===== src/rtl/isdn_slot_pkg.sv =====
// Shared types for the ISDN bearer timeslot port.
package isdn_slot_pkg;

    // Framing selected by the static mode level.
    typedef enum logic {
        FRM_TWO_CLK = 1'b0,   // each data bit spans two port clocks
        FRM_ONE_CLK = 1'b1    // each data bit spans one port clock
    } framing_e;

endpackage


===== src/rtl/isdn_edge_track.sv =====
// Port clock edge tracker.
// Detects rising and falling edges of the port clock in the clk domain.
// Finds the frame start and numbers the rising edges since that start.
// Assumes port_clk and port_sync are already synchronous to clk.
// Assumes each port clock phase lasts at least two clk cycles.
// Assumes port_clk is low while reset is asserted.
module isdn_edge_track #(
    parameter int CNT_W = 6
) (
    input  logic             clk,
    input  logic             rst_n,
    input  logic             port_clk,
    input  logic             port_sync,
    output logic             rise,
    output logic             fall,
    output logic             frame_start,
    output logic [CNT_W-1:0] edge_idx
);

    localparam logic [CNT_W-1:0] IDX_MAX = {CNT_W{1'b1}};

    logic             pclk_q;
    logic             sync_q;
    logic [CNT_W-1:0] cnt_q;
    logic [CNT_W-1:0] next_idx;

    // Edge strobes and the index of the current edge.
    always_comb begin
        rise        = port_clk & ~pclk_q;
        fall        = ~port_clk & pclk_q;
        frame_start = rise & port_sync & ~sync_q;
        if (frame_start)
            next_idx = '0;
        else if (cnt_q == IDX_MAX)
            next_idx = cnt_q;
        else
            next_idx = cnt_q + 1'b1;
        edge_idx = rise ? next_idx : cnt_q;
    end

    // Delay the port clock and count rising edges, saturating at the top.
    always_ff @(posedge clk) begin
        if (!rst_n) begin
            pclk_q <= 1'b0;
            sync_q <= 1'b0;
            cnt_q  <= IDX_MAX;
        end else begin
            pclk_q <= port_clk;
            if (rise) begin
                sync_q <= port_sync;
                cnt_q  <= next_idx;
            end
        end
    end

    // A frame start restarts the numbering at zero.
    assert_start_zeroes_idx_R11: assert property (@(posedge clk) disable iff (!rst_n)
        frame_start |=> (edge_idx == '0));

    // A held-high sync must not start a second frame on the next rising edge.
    assert_one_start_per_pulse_R11: assert property (@(posedge clk) disable iff (!rst_n)
        (rise && sync_q && port_sync) |-> !frame_start);

endmodule


===== src/rtl/isdn_mode_qual.sv =====
// Framing mode qualifier.
// Accepts the static mode level once it has been seen unchanged at
// HOLD_FRAMES consecutive frame starts. Any change of the level clears the
// qualification at once.
// Assumes mode_sel is synchronous to clk.
module isdn_mode_qual
    import isdn_slot_pkg::*;
#(
    parameter int HOLD_FRAMES = 2
) (
    input  logic     clk,
    input  logic     rst_n,
    input  logic     frame_start,
    input  logic     mode_sel,
    output logic     mode_ok,
    output framing_e mode
);

    localparam int               RUN_W   = $clog2(HOLD_FRAMES + 1);
    localparam logic [RUN_W-1:0] RUN_MAX = RUN_W'(HOLD_FRAMES);
    localparam logic [RUN_W-1:0] RUN_ONE = RUN_W'(1);

    logic [RUN_W-1:0] run_q;
    logic [RUN_W-1:0] run_nx;
    logic             held_q;
    logic             ok_q;

    // Length of the run of frames with an unchanged level.
    always_comb begin
        if (mode_sel == held_q && run_q != '0)
            run_nx = (run_q == RUN_MAX) ? run_q : run_q + 1'b1;
        else
            run_nx = RUN_ONE;
    end

    // Update the run at frame starts; drop qualification on any level change.
    always_ff @(posedge clk) begin
        if (!rst_n) begin
            run_q  <= '0;
            held_q <= 1'b0;
            ok_q   <= 1'b0;
        end else if (frame_start) begin
            run_q  <= run_nx;
            held_q <= mode_sel;
            ok_q   <= (run_nx == RUN_MAX);
        end else if (mode_sel != held_q) begin
            run_q  <= '0;
            ok_q   <= 1'b0;
        end
    end

    assign mode_ok = ok_q;
    assign mode    = framing_e'(held_q);

    // Qualification can only begin at a frame start.
    assert_ok_rises_at_frame_R1: assert property (@(posedge clk) disable iff (!rst_n)
        $rose(mode_ok) |-> $past(frame_start));

    // A level change outside a frame start removes qualification on the next cycle.
    assert_change_drops_ok_R1: assert property (@(posedge clk) disable iff (!rst_n)
        (!frame_start && mode_ok && (mode_sel != held_q)) |=> !mode_ok);

endmodule


===== src/rtl/isdn_slot_engine.sv =====
// Bearer slot engine.
// Places the transmit byte into the selected slot and collects the receive
// byte from the same slot, using the edge strobes and edge numbers from the
// edge tracker. The slot position, bit length and receive edge depend on the
// framing. Assumes CNT_W holds 1 + 4*BYTE_W so that every slot edge is
// counted before the counter saturates.
module isdn_slot_engine
    import isdn_slot_pkg::*;
#(
    parameter int BYTE_W  = 8,
    parameter int CNT_W   = 6,
    parameter int IDL_GAP = 2
) (
    input  logic              clk,
    input  logic              rst_n,
    input  logic              rise,
    input  logic              fall,
    input  logic              frame_start,
    input  logic [CNT_W-1:0]  edge_idx,
    input  logic              mode_ok,
    input  framing_e          mode,
    input  logic              chan_sel,
    input  logic [BYTE_W-1:0] tx_byte,
    input  logic              rx_line,
    output logic              tx_line,
    output logic              tx_oe,
    output logic [BYTE_W-1:0] rx_byte,
    output logic              rx_valid
);

    localparam logic [CNT_W-1:0] FIRST_B1     = CNT_W'(1);
    localparam logic [CNT_W-1:0] ONE_FIRST_B2 = CNT_W'(1 + BYTE_W + IDL_GAP);
    localparam logic [CNT_W-1:0] TWO_FIRST_B2 = CNT_W'(1 + 2 * BYTE_W);
    localparam logic [CNT_W-1:0] ONE_SPAN     = CNT_W'(BYTE_W);
    localparam logic [CNT_W-1:0] TWO_SPAN     = CNT_W'(2 * BYTE_W);

    logic              chan_q;
    logic [BYTE_W-1:0] txbuf_q;
    logic [BYTE_W-1:0] txsh_q;
    logic              oe_q;
    logic [BYTE_W-1:0] rxsh_q;
    logic [BYTE_W-1:0] rxbyte_q;
    logic              valid_q;

    logic              one_clk;
    logic [CNT_W-1:0]  first;
    logic [CNT_W-1:0]  span;
    logic [CNT_W-1:0]  d;
    logic              in_win;
    logic              tx_step;
    logic              tx_load;
    logic              oe_end;
    logic              rx_smp;
    logic              rx_last;

    // Slot window of the current edge for the latched framing and slot.
    always_comb begin
        one_clk = (mode == FRM_ONE_CLK);
        if (one_clk) begin
            first = chan_q ? ONE_FIRST_B2 : FIRST_B1;
            span  = ONE_SPAN;
        end else begin
            first = chan_q ? TWO_FIRST_B2 : FIRST_B1;
            span  = TWO_SPAN;
        end
        d      = edge_idx - first;
        in_win = (edge_idx >= first) && (d < span);
    end

    // Event strobes for transmit steps, release and receive samples.
    always_comb begin
        tx_step = rise && !frame_start && mode_ok && in_win && (one_clk || !d[0]);
        tx_load = tx_step && (d == '0);
        oe_end  = fall && in_win && (d == span - 1'b1);
        if (one_clk)
            rx_smp = fall && mode_ok && in_win;
        else
            rx_smp = rise && !frame_start && mode_ok && in_win && d[0];
        rx_last = rx_smp && (d == span - 1'b1);
    end

    // Capture the slot select and transmit byte at each frame start.
    always_ff @(posedge clk) begin
        if (!rst_n) begin
            chan_q  <= 1'b0;
            txbuf_q <= '0;
        end else if (frame_start) begin
            chan_q  <= chan_sel;
            txbuf_q <= tx_byte;
        end
    end

    // Shift the transmit byte out MSB first and control the line enable.
    always_ff @(posedge clk) begin
        if (!rst_n) begin
            txsh_q <= '0;
            oe_q   <= 1'b0;
        end else if (frame_start) begin
            oe_q   <= 1'b0;
        end else if (tx_load) begin
            txsh_q <= txbuf_q;
            oe_q   <= 1'b1;
        end else if (tx_step) begin
            txsh_q <= {txsh_q[BYTE_W-2:0], 1'b0};
        end else if (oe_end) begin
            oe_q   <= 1'b0;
        end
    end

    // Shift receive bits in MSB first and publish the byte after the last one.
    always_ff @(posedge clk) begin
        if (!rst_n) begin
            rxsh_q   <= '0;
            rxbyte_q <= '0;
            valid_q  <= 1'b0;
        end else begin
            valid_q <= 1'b0;
            if (rx_smp)
                rxsh_q <= {rxsh_q[BYTE_W-2:0], rx_line};
            if (rx_last) begin
                rxbyte_q <= {rxsh_q[BYTE_W-2:0], rx_line};
                valid_q  <= 1'b1;
            end
        end
    end

    assign tx_line  = txsh_q[BYTE_W-1];
    assign tx_oe    = oe_q & mode_ok;
    assign rx_byte  = rxbyte_q;
    assign rx_valid = valid_q;

    // The line enable switches on only at a rising port-clock edge.
    assert_oe_starts_on_rise_R7: assert property (@(posedge clk) disable iff (!rst_n)
        $rose(tx_oe) |-> $past(rise));

    // Transmit data moves only at rising port-clock edges.
    assert_line_moves_on_rise_R4: assert property (@(posedge clk) disable iff (!rst_n)
        !rise |=> $stable(tx_line));

    // The enable is released at a falling edge, at a frame start, or with a loss of qualification.
    assert_oe_ends_on_fall_R5: assert property (@(posedge clk) disable iff (!rst_n)
        $fell(tx_oe) |-> ($past(fall) || $past(frame_start) || !mode_ok));

    // The receive strobe lasts one cycle.
    assert_valid_single_R9: assert property (@(posedge clk) disable iff (!rst_n)
        rx_valid |=> !rx_valid);

    // No receive strobe without a qualified framing.
    assert_valid_needs_mode_R2: assert property (@(posedge clk) disable iff (!rst_n)
        rx_valid |-> $past(mode_ok));

endmodule


===== src/rtl/isdn_slot_port.sv =====
// ISDN bearer timeslot port, top level.
// Ties together the edge tracker, the framing qualifier and the slot engine.
// Assumes all inputs are synchronous to clk, and that the port clock is
// slower than clk, with each phase lasting at least two clk cycles.
module isdn_slot_port
    import isdn_slot_pkg::*;
#(
    parameter int BYTE_W      = 8,
    parameter int CNT_W       = 6,
    parameter int HOLD_FRAMES = 2,
    parameter int IDL_GAP     = 2
) (
    input  logic              clk,
    input  logic              rst_n,
    input  logic              port_clk,
    input  logic              port_sync,
    input  logic              mode_sel,
    input  logic              chan_sel,
    input  logic              rx_line,
    input  logic [BYTE_W-1:0] tx_byte,
    output logic              tx_line,
    output logic              tx_oe,
    output logic [BYTE_W-1:0] rx_byte,
    output logic              rx_valid
);

    logic             rise;
    logic             fall;
    logic             frame_start;
    logic [CNT_W-1:0] edge_idx;
    logic             mode_ok;
    framing_e         mode;

    isdn_edge_track #(
        .CNT_W (CNT_W)
    ) u_edge (
        .clk         (clk),
        .rst_n       (rst_n),
        .port_clk    (port_clk),
        .port_sync   (port_sync),
        .rise        (rise),
        .fall        (fall),
        .frame_start (frame_start),
        .edge_idx    (edge_idx)
    );

    isdn_mode_qual #(
        .HOLD_FRAMES (HOLD_FRAMES)
    ) u_qual (
        .clk         (clk),
        .rst_n       (rst_n),
        .frame_start (frame_start),
        .mode_sel    (mode_sel),
        .mode_ok     (mode_ok),
        .mode        (mode)
    );

    isdn_slot_engine #(
        .BYTE_W  (BYTE_W),
        .CNT_W   (CNT_W),
        .IDL_GAP (IDL_GAP)
    ) u_engine (
        .clk         (clk),
        .rst_n       (rst_n),
        .rise        (rise),
        .fall        (fall),
        .frame_start (frame_start),
        .edge_idx    (edge_idx),
        .mode_ok     (mode_ok),
        .mode        (mode),
        .chan_sel    (chan_sel),
        .tx_byte     (tx_byte),
        .rx_line     (rx_line),
        .tx_line     (tx_line),
        .tx_oe       (tx_oe),
        .rx_byte     (rx_byte),
        .rx_valid    (rx_valid)
    );

endmodule


===== config.mk =====
export PLATFORM = sky130hd
export DESIGN_NAME = isdn_slot_port
export DESIGN_NICKNAME = d
export VERILOG_FILES = /design/src/rtl/isdn_slot_pkg.sv /design/src/rtl/isdn_edge_track.sv /design/src/rtl/isdn_mode_qual.sv /design/src/rtl/isdn_slot_engine.sv /design/src/rtl/isdn_slot_port.sv
export SDC_FILE = /design/constraint.sdc
export NUM_CORES = 1
export LEC_CHECK = 0
export ABC_AREA = 1
export BUFFER_PORTS_ARGS = -buffer_cell sky130_fd_sc_hd__buf_2
export CAP_MARGIN = 20
export CORE_ASPECT_RATIO = 0.7
export CORE_UTILIZATION = 32
export DETAILED_ROUTE_END_ITERATION = 8
export PLACE_DENSITY_LB_ADDON = 0.1
export SKIP_CTS_REPAIR_TIMING = 1
export SYNTH_ARGS = -nofsm -noshare
export SYNTH_HDL_FRONTEND = slang
export SYNTH_SLANG_ARGS = --single-unit

===== constraint.sdc =====
create_clock -name clk -period 9.52 [get_ports clk]
set_input_delay 0.476 -clock clk [delete_from_list [all_inputs] [get_ports clk]]
set_output_delay 0.476 -clock clk [all_outputs]
set_load 0.03 [all_outputs]

==> qor.yml <==
hp-class: "primary input to register"
drtAntennaViolNets: 0
met3_wirelength_um: 197
grt_pass1_wl_um: 8907
io_pins: 26
dp_cells: 440
core_mm2: 0.006944
synth_top_area_share_pct: 38.98
io_buffer_count: 25
cts_buffer_depth: 2
start_kind: "register"
fin_nets: 375
post-synth-top-area-cell: "dfxtp_1"
wl_met1_um: 3004
crit_chain: "ha_1, nand2_2, nor2_4, nand2_2, inv_1, o21ai_0, a21oi_1, ha_1, nand4_1, nand2_1, nand2_1, nand3_1, nand2_1, inv_1, ha_1, a21oi_1, nand3_2, nor2_4, nand2_2, nand2_4, nand2_2, nand3_1, nand2_1"
netlist_instances: 330
synthArstFlopShare_pct: 0
r2r-end: "u_engine.rx_byte[4]"
synth_cell_types: 28
period_share_pct: 39.43
cp_slowest_stage_delay_ns: 0.39
reg2reg_slack_ns: 5.77
p_total_mw: 0.4093
synth_area_leaders: "dfxtp_1, nand2_1, inv_1"
slew_viol_final: 0
drcViolationCount: 0
gp_congestion: 0.7939
fp.dieH_um: 73.89
min_delay_path_depth: 3
vias: 2083
grt_pass1_vias: 1832
htree_levels: 2
grt_max_degree: 40
antenna_found_initial: 0
fp-row-count: 25
fin_cells: 448
finalSetupViolations: 0
r2r_cells: 23
wl_met2_um: 2080
routed_wl_um: 5319
path_class: "register to register"
holdPathEnd: "u_edge.pclk_q"
synth_flop_cell: "dfxtp_1"
peakVddDrop_uv: 54.34
place_hpwl_um: 3834
highest_layer: "met4"
yosysSeqAreaShare_pct: 38.98
area_growth_pct: 11.81
path_clk_slew_ns: 0.09
insertion_delay_ns: 0.30
tightest_slew_ns: 0.8214
ys_top_cells_by_count: "nand2_1, inv_1, dfxtp_1"
die-area_mm2: 0.007735
fin_crit_ns: 3.754
cts_tree: "built"
ys_seq_elements: 46
fin_tns_setup_ns: 0
cts_made_buffers: 5
relSlewSlack_pct: 45.09
fmax_mhz: 266.4
die_x_um: 104.7
cts_root_buf: "clkbuf_8"
p_per_area_mw_per_mm2: 155.0
yosysMostFrequentCell: "nand2_1"
first_pass_iters: 4
crit_required_ns: 9.72
drive_above_1_share_pct: 16.38
drv_cap: 0
hold_viol_final: 0
synth-edff-count: 0
synth_area_per_cell_um2: 7.158
clock_sink_count: 46
rsz0062_at_grt: "false"
synth_area_mm2: 0.002362
min-delay-start: "port_clk"
start_util_pct: 34.02
synth_nets: 352
yosys_warnings: 0
filler_cell_count: 752
diodes: 0
p_leak_nw: 1.216
reg2reg_from: "u_edge.cnt_q[0]"
drt_iter0_drc: 78
grt_use_total_pct: 14.79
wl_per_cell_um: 11.87
outcome: "complete, no violations"
path_max_fanout: 18
grt_overflow: 0
via_per_inst: 4.650
crit_slowest_cell: "dfxtp_1"
crit_path_end_kind: "register"
critPathArrivalTime_ns: 3.95
clock_skew_ns: 0.004111
per-layer routing:
metal / vias up / GRT usage, %
met1: 921 / 21.61
li1: 1117 / -
met5: - / 0
met4: 0 / 3.756
met2: 41 / 21.78
met3: 4 / 3.372
layout make-up:
class | count | area (µm²) | area share [%]
repair buffers | 25 | 125.1 | 4.737
clock inverters | 2 | 13.76 | 0.5211
inverters | 53 | 198.9 | 7.532
multi-input cells | 222 | 1192 | 45.14
well taps | 94 | 117.6 | 4.453
clock buffers | 6 | 72.57 | 2.748
flip-flops and latches | 46 | 920.9 | 34.87
critical path: cells and delay by family (launching register included):
| kind | cells | cell delay (ns) |
|---|---|---|
| AO/OA/AOI/OAI | 3 | 0.64 |
| adder cells (fa/ha/maj) | 3 | 0.77 |
| buffers and inverters | 2 | 0.13 |
| flip-flops | 1 | 0.39 |
| AND/OR/NAND/NOR | 15 | 1.73 |
cells in the final DEF, fill, tap and decap left out, types with 3 or more instances in the layout:
cell and count:
nor2_4 3, o21ai_0 22, a21oi_2 3, dfxtp_1 46, buf_2 25, nand4_1 18, ha_1 7, clkbuf_8 5
o21ai_1 3, nor2_1 29, nand2_2 8, nand3_1 21, inv_1 50, nand2_1 61, inv_2 3, a21oi_1 32
state kept, by name (all words and copies together), names as in the netlist:
register           flops
u_edge.sync_q          1
u_engine.chan_q        1
u_engine.rx_valid      1
u_engine.txsh_q        8
u_qual.mode_ok         1
u_qual.mode            1
u_engine.rx_byte       8
u_edge.pclk_q          1
u_engine.oe_q          1
u_engine.rxsh_q        7
u_qual.run_q           2
u_edge.cnt_q           6
u_engine.txbuf_q       8
power breakdown:
part	internal (mW)	switching, mW	leakage (nW)
sequential	0.198	0.00492	0.374
combinational	0.0276	0.0561	0.797
clock	0.0520	0.0703	0.0452
kinds of logic (layout without fill, tap and decap cells):
kind of cell | Yosys count | count (layout) | share of synthesized area, %
AOI/OAI and AO/OA | 65 | 65 | 15.15
xor gates and xnor gates | 1 | 1 | 0.3708
adders and majority gates | 7 | 7 | 3.707
buffers and inverters | 62 | 86 | 10.54
DFF | 46 | 46 | 38.98
and+or+nand+nor | 149 | 149 | 31.25
through the flow:
step           cell area [µm²]  hold slack (ns)  worst slack (ns)  utilization [%]
2_1_floorplan             2362           0.4300             6.312                -
3_3_place_gp              2555           0.4468             5.691            36.79
3_5_place_dp              2555           0.4451             5.594            36.79
4_1_cts                   2641           0.4086             5.747            38.04
5_1_grt                   2641           0.4379             5.210            38.04
6_report                  2641           0.4159             5.766            38.04
worst max path at each step:
stage	startpoint	end	slack (ns)	depth (start not counted)
after floorplan	u_edge.cnt_q[0]	u_engine.rxsh_q[0]	6.31	23
after global placement	port_clk	u_engine.rx_byte[3]	5.69	19
after detailed placement	port_clk	u_engine.rx_byte[4]	5.59	19
after CTS	u_edge.cnt_q[0]	u_engine.rx_byte[4]	5.75	23
after global routing	u_edge.cnt_q[0]	u_engine.rxsh_q[1]	5.21	26
final	u_edge.cnt_q[0]	u_engine.rx_byte[4]	5.77	23
(Power assumes the default switching activity.)
